`src/rtl/wcd_pkg.sv`:
```
package wcd_pkg;

    typedef enum logic [2:0] {
        ST_ADDR,
        ST_INSTR,
        ST_DATA,
        ST_STEP,
        ST_SKIP
    } wcd_state_e;

    typedef enum logic [3:0] {
        OP_NONE,
        OP_RD_WIP,
        OP_WR_WIP,
        OP_RD_REG,
        OP_WR_REG,
        OP_REG2WIP,
        OP_WIP2REG,
        OP_ALL_REG2WIP,
        OP_ALL_WIP2REG,
        OP_STEP,
        OP_STATUS
    } wcd_op_e;

endpackage

```
`src/rtl/wcd_addr_match.sv`:
```
module wcd_addr_match #(
    parameter logic [3:0] DEV_ID = 4'b0101
) (
    input  logic [7:0] addr_byte,
    input  logic [1:0] strap,
    output logic       hit
);
    always_comb begin
        hit = (addr_byte[7:4] == DEV_ID) &&
              (addr_byte[3:2] == 2'b00) &&
              (addr_byte[1:0] == strap);
    end
endmodule

```
`src/rtl/wcd_op_decode.sv`:
```
module wcd_op_decode
    import wcd_pkg::*;
(
    input  logic [3:0] opc,
    output wcd_op_e    op
);
    always_comb begin
        unique case (opc)
            4'b1001: op = OP_RD_WIP;
            4'b1010: op = OP_WR_WIP;
            4'b1011: op = OP_RD_REG;
            4'b1100: op = OP_WR_REG;
            4'b1101: op = OP_REG2WIP;
            4'b1110: op = OP_WIP2REG;
            4'b0001: op = OP_ALL_REG2WIP;
            4'b1000: op = OP_ALL_WIP2REG;
            4'b0010: op = OP_STEP;
            4'b0101: op = OP_STATUS;
            default: op = OP_NONE;
        endcase
    end
endmodule

```
`src/rtl/wcd_wiper_step.sv`:
```
module wcd_wiper_step #(
    parameter int W = 6
) (
    input  logic [W-1:0] cur,
    input  logic         up,
    output logic [W-1:0] nxt
);
    localparam logic [W-1:0] TOP = '1;
    localparam logic [W-1:0] BOT = '0;

    always_comb begin
        if (up) begin
            nxt = (cur == TOP) ? cur : cur + W'(1);
        end else begin
            nxt = (cur == BOT) ? cur : cur - W'(1);
        end
    end
endmodule

```
`src/rtl/wiper_cmd_decoder.sv`:
```
module wiper_cmd_decoder
    import wcd_pkg::*;
#(
    parameter int         WIPER_W = 6,
    parameter logic [3:0] DEV_ID  = 4'b0101,
    parameter logic [5:0] W0_INIT = 6'd32,
    parameter logic [5:0] W1_INIT = 6'd16
) (
    input  logic       clk,
    input  logic       rst_n,
    input  logic       cs_n,
    input  logic       byte_vld,
    input  logic [7:0] byte_data,
    input  logic       step_vld,
    input  logic       step_dir,
    input  logic [1:0] strap_addr,
    input  logic       nvw_busy,
    output logic [7:0] rd_byte,
    output logic       nvw_req,
    output logic [5:0] wiper0,
    output logic [5:0] wiper1
);
    localparam int BYTE_W = 8;
    localparam int SEL_W  = 2;
    localparam int NDR    = 1 << SEL_W;
    localparam int NW     = 2;

    typedef struct packed {
        wcd_state_e                             st;
        wcd_op_e                                op;
        logic [SEL_W-1:0]                       rsel;
        logic                                   psel;
        logic [NW-1:0][WIPER_W-1:0]             wip;
        logic [NW-1:0][NDR-1:0][WIPER_W-1:0]    dr;
        logic [BYTE_W-1:0]                      rd;
        logic                                   pend;
        logic                                   nvw;
    } regs_t;

    regs_t   q, d;
    logic    addr_hit;
    wcd_op_e dec_op;
    logic [NW-1:0][WIPER_W-1:0] stepped;
    logic    step_mode;

    wcd_addr_match #(.DEV_ID(DEV_ID)) u_addr (
        .addr_byte (byte_data),
        .strap     (strap_addr),
        .hit       (addr_hit)
    );

    wcd_op_decode u_dec (
        .opc (byte_data[7:4]),
        .op  (dec_op)
    );

    for (genvar k = 0; k < NW; k++) begin : g_step
        wcd_wiper_step #(.W(WIPER_W)) u_step (
            .cur (q.wip[k]),
            .up  (step_dir),
            .nxt (stepped[k])
        );
    end

    function automatic regs_t reset_value();
        regs_t r;
        r       = '0;
        r.st    = ST_ADDR;
        r.op    = OP_NONE;
        r.dr[0][0] = WIPER_W'(W0_INIT);
        r.dr[1][0] = WIPER_W'(W1_INIT);
        r.wip[0]   = WIPER_W'(W0_INIT);
        r.wip[1]   = WIPER_W'(W1_INIT);
        return r;
    endfunction

    always_comb begin
        logic [SEL_W-1:0] rs;
        logic             ps;
        d     = q;
        d.nvw = 1'b0;
        rs    = byte_data[3:2];
        ps    = byte_data[0];
        if (cs_n) begin
            d.st = ST_ADDR;
            if (q.pend) begin
                d.nvw  = 1'b1;
                d.pend = 1'b0;
            end
        end else begin
            unique case (q.st)
                ST_ADDR: begin
                    if (byte_vld) begin
                        d.st = addr_hit ? ST_INSTR : ST_SKIP;
                    end
                end
                ST_INSTR: begin
                    if (byte_vld) begin
                        d.op   = dec_op;
                        d.rsel = rs;
                        d.psel = ps;
                        d.st   = ST_SKIP;
                        unique case (dec_op)
                            OP_RD_WIP: begin
                                d.rd = '0;
                                d.rd[WIPER_W-1:0] = q.wip[ps];
                                d.st = ST_DATA;
                            end
                            OP_RD_REG: begin
                                d.rd = '0;
                                d.rd[WIPER_W-1:0] = q.dr[ps][rs];
                                d.st = ST_DATA;
                            end
                            OP_STATUS: begin
                                d.rd = '0;
                                d.rd[0] = nvw_busy;
                                d.st = ST_DATA;
                            end
                            OP_WR_WIP, OP_WR_REG: begin
                                d.st = ST_DATA;
                            end
                            OP_REG2WIP: begin
                                d.wip[ps] = q.dr[ps][rs];
                            end
                            OP_WIP2REG: begin
                                d.dr[ps][rs] = q.wip[ps];
                                d.pend       = 1'b1;
                            end
                            OP_ALL_REG2WIP: begin
                                for (int k = 0; k < NW; k++) begin
                                    d.wip[k] = q.dr[k][rs];
                                end
                            end
                            OP_ALL_WIP2REG: begin
                                for (int k = 0; k < NW; k++) begin
                                    d.dr[k][rs] = q.wip[k];
                                end
                                d.pend = 1'b1;
                            end
                            OP_STEP: begin
                                d.st = ST_STEP;
                            end
                            default: begin
                                d.st = ST_SKIP;
                            end
                        endcase
                    end
                end
                ST_DATA: begin
                    if (byte_vld) begin
                        d.st = ST_SKIP;
                        if (q.op == OP_WR_WIP) begin
                            d.wip[q.psel] = byte_data[WIPER_W-1:0];
                        end else if (q.op == OP_WR_REG) begin
                            d.dr[q.psel][q.rsel] = byte_data[WIPER_W-1:0];
                            d.pend               = 1'b1;
                        end
                    end
                end
                ST_STEP: begin
                    if (step_vld) begin
                        d.wip[q.psel] = stepped[q.psel];
                    end
                end
                default: begin
                    d.st = ST_SKIP;
                end
            endcase
        end
    end

    always_ff @(posedge clk or negedge rst_n) begin
        if (!rst_n) begin
            q <= reset_value();
        end else begin
            q <= d;
        end
    end

    assign step_mode = (q.st == ST_STEP);
    assign rd_byte   = q.rd;
    assign nvw_req   = q.nvw;
    assign wiper0    = 6'(q.wip[0]);
    assign wiper1    = 6'(q.wip[1]);

endmodule

```
`config.mk`:
```
export PLATFORM = sky130hd
export DESIGN_NAME = wiper_cmd_decoder
export DESIGN_NICKNAME = d
export VERILOG_FILES = /design/src/rtl/wcd_pkg.sv /design/src/rtl/wcd_addr_match.sv /design/src/rtl/wcd_op_decode.sv /design/src/rtl/wcd_wiper_step.sv /design/src/rtl/wiper_cmd_decoder.sv
export SDC_FILE = /design/constraint.sdc
export NUM_CORES = 1
export LEC_CHECK = 0
export BUFFER_PORTS_ARGS = -buffer_cell sky130_fd_sc_hd__buf_2
export CAP_MARGIN = 20
export CORE_UTILIZATION = 60
export CTS_BUF_LIST = sky130_fd_sc_hd__clkbuf_4 sky130_fd_sc_hd__clkbuf_8
export CTS_CLUSTER_DIAMETER = 60
export CTS_CLUSTER_SIZE = 25
export DETAILED_ROUTE_END_ITERATION = 10
export PLACE_DENSITY = 0.79
export SLEW_MARGIN = 20
export SYNTH_ARGS = -nofsm -noshare
export SYNTH_HDL_FRONTEND = slang
export SYNTH_HIERARCHICAL = 1
export SYNTH_SLANG_ARGS = --single-unit
```
`constraint.sdc`:
```
create_clock -name clk -period 3.4 [get_ports clk]
set_input_delay 0.68 -clock clk [delete_from_list [all_inputs] [get_ports clk]]
set_output_delay 0.68 -clock clk [all_outputs]
set_load 0.1 [all_outputs]
```
[Word level (Yosys, flattened, before mapping)]
Memory sizes are Yosys's and may differ from the RTL's.
Index checks and enable logic that the tools add are counted.
Storage, ports and cells
  word-level logic and storage cells: 149
  bits in latches: 0
  flip-flop bits (word level): 80
  memory bits (read-only): 64
  memories kept: 1
  memory bits (writable): 0
Operators by class
  $lt $le $gt $ge: 8
  div/mod/pow operators: 0
  $add $sub $neg: 4
  reductions and logical operators: 22
  bitwise operators: 1
  shift-type cells: 0
  mux-type cells: 62
  $mul: 0
  equal/unequal tests: 34
Memories
  (name not given): depth 16, width 4, read ports 1, clocked after memory_dff 0, wr ports 0, line wcd_op_decode.sv:8  | unique case (opc)
Operator list (count)
  $pmux 48 s2: 2
  $mux 6: 17
  $bwmux 48: 2
  $mux 24: 4
  $mux 48: 2
  $mux 79: 1
  $mux 60: 1
  $bwmux 24: 2
  $demux 24 s1: 2
  $bmux 6 s2: 3
  $bwmux 12: 3
  $pmux 12 s3: 1
  $demux 6 s2: 2
  $eq 4x3->1 const B: 6
  $mux 12: 2
  $pmux 12 s2: 1
  $pmux 8 s3: 1
  $ne 3x3->1 const B: 6
  $ne 2x2->1 const B: 7
  $reduce_and 7->1: 2
  $add 6x1->6 const B: 2
  $demux 6 s1: 2
  $eq 4x2->1 const B: 3
  $eq 4x4->1 const B: 3
  other kinds (28): 54

[Longest topological paths before layout]
Gate-level depths: netlist of the first run.
  depth in word-level cells: 11
  mapped depth: 11

[Hierarchy]
Netlist of the first run, hierarchy kept.
Modules (own cells, without submodules)
  wiper_cmd_decoder: area an instance 5295.1 um^2, instances 1, seq. area each 1956.9 um^2, cells an instance 503
  wcd_wiper_step: area an instance 351.6 um^2, instances 2, seq. area each 0.0 um^2, cells an instance 52
  wcd_op_decode: area an instance 147.6 um^2, instances 1, seq. area each 0.0 um^2, cells an instance 18
  wcd_addr_match: area an instance 40.0 um^2, instances 1, seq. area each 0.0 um^2, cells an instance 5

[Worst setup path after synthesis of the first run]
OpenSTA, ideal clock, no wires.
  path type: input port to flip-flop
  from: in byte_data[4]
  to: reg q[57] (netlist name)
  buffers on the path: 1
  required time: 3.272 ns
  stages: 10
  arrival time: 2.660 ns
  setup slack: 0.612 ns
  setup time: 0.128 ns
  path through: inv_1 -> ha_1 -> mux2i_1 -> o21ai_1 -> buf_2 -> nor4b_4 -> a31oi_1 -> o21ai_4 -> o2111ai_2 -> mux2_1
On the way
  longest elaborated chain between the ends: 5
  elaborated cells on any way between the ends: 8
  classes of those cells: eq/ne (3); mux (3); reduce/logical (1); memory (1)
RTL lines
  start, declared: line wiper_cmd_decoder.sv:13  | input logic [7:0] byte_data,
  $mem_v2 16x4 *
  net dec_op[0]: line wiper_cmd_decoder.sv:42  | wcd_op_e dec_op;
  $eq 4x4->1 or $eq 4x3->1 (tied branches): line wiper_cmd_decoder.sv:103  | unique case (dec_op)
  $pmux 48 s2: line wiper_cmd_decoder.sv:103
  $mux 79: line wiper_cmd_decoder.sv:98  | if (byte_vld) begin
  $pmux 48 s2: line wiper_cmd_decoder.sv:91  | unique case (q.st)
  end signal, assigned: line wiper_cmd_decoder.sv:174  | q <= reset_value();
  end, declared: line wiper_cmd_decoder.sv:40  | regs_t q, d;
The timed path passes the listed nets; every way through them passes the cells marked *. The select of a mux whose other input is x is not followed.
A chain may end at the register's enable or synchronous reset.

[Worst setup path in the final report of the first run]
  from: in byte_data[5]
  to: reg q[34] (netlist name)
The elaborated chain is that of the path after synthesis.

==> reports/results.ini, run 1 <==
[floorplanning]
fp-row-count=36
ios=38
placeableCoreArea_sq_um=9864
dieWidth_microns=103.5
die_area_sq_um=10720
start_util=0.6271
chipHeight_microns=103.5

[cts]
clkSinkCount=78
clkTransAtPathRegs_ps=80
htreeDepth=3
tritoncts=built
post_cts_buffers=0
cts_made_buffers=9
clock-root-buffer=clkbuf_8
hold_buffers=0
cts_resized=0
clockBufferDepth=2
insertion_delay_ps=370

[critical_path]
cp_max_fo=8
rrSetupSlack_ps=490
crit_arrival_ps=3230
startpoint_type=input port
cp.required_ps=3660
worstSetupPathType=in2reg
cp-end-kind=flop

[timing]
fin_hold_ws_ps=243.2
setup-violations-final=0
grt_setup_unrepaired=no
max_slew_margin=0.2892
min_period_over_period=0.8734
tns_ps=0
drv_slew=0
finalHoldViolCount=0
worst_pin_slew_ps=1066
skew_ps=14.16
max_freq_mhz=336.7
fin_crit_ps=2970

[final_layout]
area_delta_synth_final_pct=7.241
diodes=0
post-route-util=0.6725
drive_gt1_frac=0.2698
nets=667

[logic_synthesis]
synth_top_area_frac=0.2994
synth-edff-count=0
seq_area_frac_synth=0.3163
yosys_warnings=6
synthFlopType=dfrtp_1
synth_area_leader_cell=dfrtp_1
synth.area.top_cells=dfrtp_1 30%, mux2_2 11%, mux4_2 5.8%
synthCells=630
ys_ff_latch=78
synth_area_sq_um=6186
avgSynthCellArea_sq_um=9.819
ys_async_sr_fraction=1.000
synth_cell_types=69

[pwr]
vdd_drop_max_uv=239.0
p_leak_nw=2.944
powerDensity_nw_per_um2=379.0

[worst_hold_path]
hp-class=in2async

[global_routing]
antenna_found_initial=0
grt_overflow_total=0
grt_usage=0.3617
grt_pass1_vias=5425
grt_max_degree=79
grt_first_pass_wirelength_mm=30.11

[routing]
drcViolationCount=0
drtAntennaViolNets=0
wire_per_inst_microns=24.21
wl_mm=18.84
via_count=5578
viasPerCell=7.170
dr.pass1.iters=6
drt_iter0_drc=718

[placement]
dp_hpwl_mm=13.37
routabilityCongestion=0.9932
placement.io_buffers=35

[run_status]
status=finished clean

[run]
drv_cap=0

==> registers in the layout (all words and copies together) (netlist names) <==
register,cells
q,59
rd_byte,6
wiper0,6
wiper1,6
nvw_req,1
==> per-layer routing <==
| metal | track usage | vias to the layer above | part of all wire |
|---|---|---|---|
| met4 | 0.1698 | 0 | 0.041 |
| met3 | 0.06042 | 69 | 0.11 |
| li1 | - | 2415 | - |
| met1 | 0.4971 | 2731 | 0.40 |
| met5 | 0 | - | 0 |
| met2 | 0.5594 | 363 | 0.46 |
==> logic make-up after synthesis <==
| group | Yosys count | synth area share |
|---|---|---|
| buf+inv | 86 | 0.06958 |
| fa+ha+maj | 10 | 0.02023 |
| simple gates | 168 | 0.1555 |
| flops | 78 | 0.3163 |
| other cells | 1 | 0.0006062 |
| xor+xnor | 8 | 0.01133 |
| compound gates | 173 | 0.2095 |
| mux | 106 | 0.2168 |
==> worst max-delay path: stages <==
cell and delay, ps:
buf_2 160, inv_1 80, ha_1 280, mux2i_1 60
o21ai_1 380, nor4b_4 130, nor2_1 470, o311ai_0 320
o2111ai_2 270, mux2_2 390
==> through the flow <==
stage                     setup slack [ps]  power (W)  std cells  cell area [sq um]
after floorplan                      612.4   0.001542        631               6190
after global placement               270.4   0.001673        761               6377
after detailed placement             167.7   0.001686        761               6377
after CTS                            531.0   0.002498        777               6606
after global routing                 275.8   0.002605        778               6634
final                                430.3   0.002515        778               6634
==> worst paths after layout <==
kind / startpoint / endpoint / cells after the start
setup / recovery: byte_data[5] / q[34] / 10
hold / removal: rst_n / q[73] / 1
setup reg to reg: wiper0[0] / wiper0[2] / 8
hold reg to reg: q[73] / q[73] / 2
max in group asynchronous: rst_n / wiper1[4] / 2
min in group clk: q[73] / q[73] / 2
==> power by group <==
part	internal (W)	switching, W	leakage, nW
combinational	0.000180	0.000436	1.77
sequential	0.000954	0.000122	1.06
clock	0.000460	0.000362	0.120
total	0.00159	0.000920	2.94
==> Yosys cell counts (3+ instances only) <==
master      n
or4_1       4
buf_2      13
ha_1       10
mux2_2     61
a221oi_1    6
o21ai_0    19
nand3b_1    4
nand4_1     3
nor4_1      6
dfstp_2     4
o21a_1      5
mux2i_1    26
o211ai_1    8
and4b_1     3
a221o_1     5
mux2_1      3
dfrtp_1    74
nand2_1    27
nor3b_1     6
nor2b_1    15
nand2b_1   10
mux4_2     16
o32ai_1     6
a31oi_1     8
nor3_1     16
o2111ai_2   5
a21oi_1    26
buf_4      20
clkbuf_1   25
o31ai_1     4
inv_1      23
o2bb2ai_1   6
o22ai_1     9
a211oi_1    9
o21ai_1     5
a22oi_1     3
nor2_1     27
and2_1      5
or2_2       3
and3_1      6
xor2_1      6
o221ai_1    4
a22o_1     33
nand3_1    20
==> layout make-up <==
cell class	count	area, sq um
flip-flops and latches	78	1957
clock inverters	4	70.07
clock buffers	12	158.9
repair buffers	61	392.9
multi-input cells	467	3802
well taps	133	166.4
fillers	772	3231
inverters	23	86.33
==> cells in the final DEF, fill, tap and decap left out, types with 11 or more instances in the layout <==
cell	count
nor2_1	27
dfrtp_1	74
buf_4	26
inv_1	23
a21oi_1	26
nand2_1	27
buf_2	34
mux4_2	16
mux2_2	61
o21ai_0	19
a22o_1	33
mux2i_1	26
nor3_1	16
nor2b_1	15
clkbuf_8	11
nand3_1	20
(Power assumes the default switching activity.)
==> run 2: changes to the inputs <==
Settings changed: CTS_CLUSTER_DIAMETER 60 to 150, SYNTH_HIERARCHICAL 1 to not set.
Clock period 3.4 ns to 3.33 ns, I/O delays scaled along.
==> run 2 against run 1 <==
Net effect: sequential power fell by 9.5%; via count up 2.5%; core utilization decreased by 0.39 points; sequential cell count unchanged; cell area is 0.32% higher; clock power shrank 7.9%; area after synthesis increased by 1.1%; clock skew shrank 3.6 ps; largest power group unchanged; highest routed layer unchanged.
==> reports/results.ini, run 2 <==
[placement]
dp_hpwl_mm=12.69  ; -5.1%
place_ws_ps=-102.4  ; -270.1 ps
placement.io_buffers=35  ; unchanged
routabilityCongestion=0.9815  ; -1.2%

[cts]
clockBufferDepth=2  ; unchanged
insertion_delay_ps=370  ; about the same
cts_made_buffers=9  ; unchanged
htreeDepth=3  ; unchanged
clkTransAtPathRegs_ps=80  ; about the same
post_cts_buffers=0  ; unchanged
clkSinkCount=78  ; unchanged
cts_resized=0  ; unchanged
clock-root-buffer=clkbuf_8
tritoncts=built
hold_buffers=0  ; unchanged

[run_status]
status=finished clean

[logic_synthesis]
yosysMostFrequentCell=dfrtp_1
seq_area_frac_synth=0.3131  ; -0.003293
synthCells=666  ; +5.7%
synth_cell_types=81  ; +17%
avgSynthCellArea_sq_um=9.386  ; -4.4%
synth-edff-count=0  ; unchanged
ys_async_sr_fraction=1.000  ; unchanged
ys_ff_latch=78  ; unchanged
synth.area.top_cells=dfrtp_1 30%, mux2_2 9.9%, mux4_2 4.7%
synth_area_sq_um=6251  ; +1.1%
synth_area_leader_cell=dfrtp_1
synthFlopType=dfrtp_1
yosys-top-cells-count=74 x dfrtp_1, 55 x mux2_2, 54 x nand2_1
synth_top_area_frac=0.2962  ; -0.003116
yosys_warnings=0  ; -6

[floorplanning]
ios=38  ; unchanged
dieWidth_microns=104.1  ; +0.52%
fp-row-count=36  ; unchanged
chipHeight_microns=104.1  ; +0.52%
die_area_sq_um=10830  ; +1.0%
start_util=0.6280  ; +0.0008609
placeableCoreArea_sq_um=9955  ; +0.91%

[critical_path]
worstSetupPathType=in2reg
rrSetupSlack_ps=310  ; -180 ps
cp-end-kind=flop
crit_arrival_ps=3340  ; +110 ps
startpoint_type=input port
worst-r2r-cell-count=6  ; -2
cp.required_ps=3580  ; -80 ps
timing.rr.start=q[79]
cp_max_fo=8  ; unchanged
rr_endpoint=q[11]

[timing]
skew_ps=10.58  ; -3.582 ps
min_period_over_period=0.9299
max_freq_mhz=322.9
worst_slack_ps=233.3  ; -197.0 ps
drv_slew=0  ; unchanged
max_slew_margin=0.2787  ; -0.01053
tns_ps=0  ; unchanged
fin_hold_ws_ps=259.2  ; +16.03 ps
setup-violations-final=0  ; unchanged
grt_setup_unrepaired=no
fin_crit_ps=3097
finalHoldViolCount=0  ; unchanged
worst_pin_slew_ps=1079  ; +12.38 ps

[final_layout]
final_cell_mix=74 x dfrtp_1, 55 x mux2_2, 54 x nand2_1
n_fill_cell=819  ; +6.1%
final_common_cell=dfrtp_1
regMostFlops=q
drive_gt1_frac=0.2586  ; -0.01117
largest_reg_flops=59  ; unchanged
nets=692  ; +3.7%
area_delta_synth_final_pct=6.465
diodes=0  ; unchanged
post-route-util=0.6686  ; -0.003949

[routing]
drcViolationCount=0  ; unchanged
dr.pass1.iters=6  ; unchanged
via_count=5717  ; +2.5%
wl_mm=17.92  ; -4.9%
wire_per_inst_microns=22.35  ; -7.7%
drt_iter0_drc=711  ; -0.97%
drtAntennaViolNets=0  ; unchanged
viasPerCell=7.128  ; -0.58%

[global_routing]
grt_max_degree=79  ; unchanged
grt_first_pass_wirelength_mm=29.08  ; -3.4%
grt_pass1_vias=5458  ; +0.61%
grt_overflow_total=0  ; unchanged
grt_usage=0.3408  ; -0.02093
antenna_found_initial=0  ; unchanged

[pwr]
powerDensity_nw_per_um2=313.4  ; -17%
power_w=0.002086  ; -17%
vdd_drop_max_uv=219.0  ; -8.4%
p_leak_nw=2.780  ; -5.5%

[run]
drv_cap=0  ; unchanged

[worst_hold_path]
hp-class=in2async

-- run 2: changes by cell type after synthesis, moves of 8 or more --
cell,delta
inv_1,-8
a22o_1,-9
clkbuf_1,+13
buf_1,+9
o22ai_1,+17
a211oi_1,+8
mux2i_1,-9
nand2_1,+27
nor2_1,+10
-- run 2: cell families after synthesis --
family          count (synthesis)  share of synthesized area
fa+ha+maj                      11                    0.02202
other cells                     1                  0.0005999
flops                          78                     0.3131
compound gates                194                     0.2386
xor+xnor                        4                   0.005606
buf+inv                        93                    0.06945
mux                            88                     0.1785
simple gates                  197                     0.1721
-- run 2: through the flow --
stage	cells	area (sq um)
2_1_floorplan	667	6255
3_3_place_gp	785	6427
3_5_place_dp	785	6427
4_1_cts	801	6635
5_1_grt	802	6655
6_report	802	6655
-- run 2: metal layers --
layer,wire length (microns),vias to the layer above,global-route usage
met2,8034,350,0.5138
li1,-,2512,-
met5,0,-,0
met3,1885,79,0.07018
met4,785,0,0.1684
met1,7219,2776,0.4664
-- run 2: worst max path at each step --
stage	endpoint	slack [ps]	start	depth (start not counted)
floorplan	q[35]	20	byte_data[5]	9
global placement	q[36]	-50	byte_data[5]	9
detailed placement	q[34]	-100	byte_data[5]	9
CTS	q[34]	270	byte_data[5]	9
global route	q[34]	120	byte_data[5]	9
finish	q[34]	230	byte_data[5]	9
-- run 2: report_power, final --
group	switching (W)	internal (W)	total, W
Combinational	0.000245	0.000108	0.000352
Clock	0.000385	0.000372	0.000757
Sequential	0.0000235	0.000953	0.000977
Total	0.000653	0.00143	0.00209
-- run 2: worst max-delay path: stages --
cell and delay [ps]:
buf_2 140, inv_1 120, ha_1 220, or3b_1 410, a22oi_2 240, a21boi_4 320
a211oi_1 130, a2111oi_4 680, mux2_2 410
-- run 2: cell type report --
cell class	count	area [sq um]	share of cell area
inverters	16	60.06	0.009024
well taps	133	166.4	0.02500
repair buffers	63	400.4	0.06016
clock buffers	10	137.6	0.02068
flip-flops and latches	78	1957	0.2940
multi-input cells	496	3864	0.5806
clock inverters	6	70.07	0.01053
==> run 3: changes to the inputs <==
Settings changed: ABC_AREA set to 0, REMOVE_ABC_BUFFERS set to 1.
==> run 3 against run 2 <==
Net effect: register-to-register slack worse by 180 ps; clock skew is 5.0 ps higher; total power is 1.1% higher; maximum frequency is 3.2% lower; worst hold slack better by 68 ps; die area stayed put; cell area is 0.71% higher; clock power is 2.9% higher; via count is 0.24% lower; core utilization is 0.48 points higher; non-clock buffer count is 6 higher; largest power group unchanged.
==> reports/results.ini, run 3 (synthesis results as in run 2) <==
[run_status]
status=finished clean

[critical_path]
crit_arrival_ps=3430  ; +90 ps
cpPeakStageDelay_ps=690  ; about the same
worst_path_dominant_cell_family=simple AND/OR/NAND/NOR gates
cp_num_buf_inv=1  ; -1
startpoint_type=flop
cp-end-kind=flop
cp_max_fo=10  ; +2
worstSetupPathType=reg2reg
crit_chain=nand2b_1, nor2_2, buf_4, a211oi_1, nand4_4, nor4_4, mux2_2
crit_slowest_cell=nor4_4
cp.required_ps=3560  ; -20 ps

[placement]
dp_hpwl_mm=12.68  ; about the same
placement.io_buffers=35  ; unchanged
routabilityCongestion=0.9261  ; -5.6%
dp.cells=792  ; +0.89%
post_dp_cell_area_sq_um=6480  ; +0.82%

[global_routing]
grt_max_degree=79  ; unchanged
grt_pass1_vias=5518  ; +1.1%
antenna_found_initial=0  ; unchanged
grt_first_pass_wirelength_mm=29.18  ; +0.36%
grt_usage=0.3405  ; about the same
grt_overflow_total=0  ; unchanged

[routing]
wire_per_inst_microns=22.08  ; -1.2%
drt_iter0_drc=668  ; -6.0%
drcViolationCount=0  ; unchanged
viasPerCell=7.058  ; -0.99%
wl_mm=17.84  ; -0.45%
dr.pass1.iters=9  ; +3
via_count=5703  ; -0.24%
drtAntennaViolNets=0  ; unchanged

[cts]
cts_resized=0  ; unchanged
post_cts_buffers=0  ; unchanged
clkSinkCount=78  ; unchanged
htreeDepth=3  ; unchanged
clockBufferDepth=2  ; unchanged
insertion_delay_ps=360  ; about the same
cts_made_buffers=9  ; unchanged
tritoncts=built
hold_buffers=0  ; unchanged
clkTransAtPathRegs_ps=90  ; about the same
clock-root-buffer=clkbuf_8

[pwr]
vdd_drop_max_uv=177.9  ; -19%
p_leak_nw=2.818  ; +1.3%
powerDensity_nw_per_um2=314.6  ; +0.39%
power_w=0.002109  ; +1.1%

[timing]
max_freq_mhz=312.5  ; -3.2%
fin_crit_ps=3200  ; +103.4 ps
setup-violations-final=0  ; unchanged
skew_ps=15.58  ; +4.995 ps
max_slew_margin=0.2567  ; -0.02192
grt_setup_unrepaired=no
drv_slew=0  ; unchanged
finalHoldViolCount=0  ; unchanged
tns_ps=0  ; unchanged
fin_hold_ws_ps=327.2  ; +68.02 ps
worst_pin_slew_ps=1111  ; +32.78 ps
min_period_over_period=0.9610  ; +0.03106

[final_layout]
area_delta_synth_final_pct=7.226
final_cell_mix=74 x dfrtp_1, 55 x mux2_2, 54 x nand2_1
diodes=0  ; unchanged
design_area_sq_um=6703  ; +0.71%
regMostFlops=q
drive_gt1_frac=0.2652  ; +0.006590
largest_reg_flops=59  ; unchanged
final_common_cell=dfrtp_1
nets=698  ; +0.87%
fin_cells=808  ; +0.75%

[floorplanning]
ios=38  ; unchanged
start_util=0.6280  ; unchanged
fp-row-count=36  ; unchanged
chipHeight_microns=104.1  ; unchanged
dieWidth_microns=104.1  ; unchanged
placeableCoreArea_sq_um=9955  ; unchanged
die_area_sq_um=10830  ; unchanged

[run]
drv_cap=0  ; unchanged

[worst_hold_path]
hp-class=in2async

## run 3: power by group
| group | leakage [nW] | switching [W] | internal [W] |
|---|---|---|---|
| Combinational | 1.66 | 0.000246 | 0.000110 |
| Sequential | 1.05 | 0.0000210 | 0.000953 |
| Clock | 0.115 | 0.000353 | 0.000426 |
## run 3: final timing paths
kind / from / to / slack [ps] / depth (start not counted)
setup reg to reg: q[79] / q[10] / 130 / 7
hold reg to reg: q[1] / nvw_req / 500 / 1
max in group asynchronous: rst_n / q[51] / 2480 / 1
min in group clk: q[1] / nvw_req / 500 / 1
hold / removal: rst_n / rd_byte[0] / 330 / 1
setup / recovery: q[79] / q[10] / 130 / 7
## run 3: metal layers
metal	routed length (microns)	vias to the layer above	track usage
li1	-	2535	-
met1	7401	2761	0.4707
met2	8186	347	0.5276
met3	1580	60	0.04135
met4	676	0	0.1694
met5	0	-	0.01905
## run 3: layout make-up
cell class / instances / area (sq um)
clock buffers: 13 / 178.9
clock inverters: 3 / 40.04
fillers: 772 / 3252
inverters: 16 / 60.06
multi-input cells: 496 / 3864
flip-flops and latches: 78 / 1957
well taps: 133 / 166.4
repair buffers: 69 / 436.7
## run 3: through the flow
stage	utilization	setup slack, ps
after global routing	0.6733	79.37
after CTS	0.6730	220.4
final	0.6733	129.9
after floorplan	-	310.2
after global placement	0.6510	52.95
after detailed placement	0.6510	-83.50
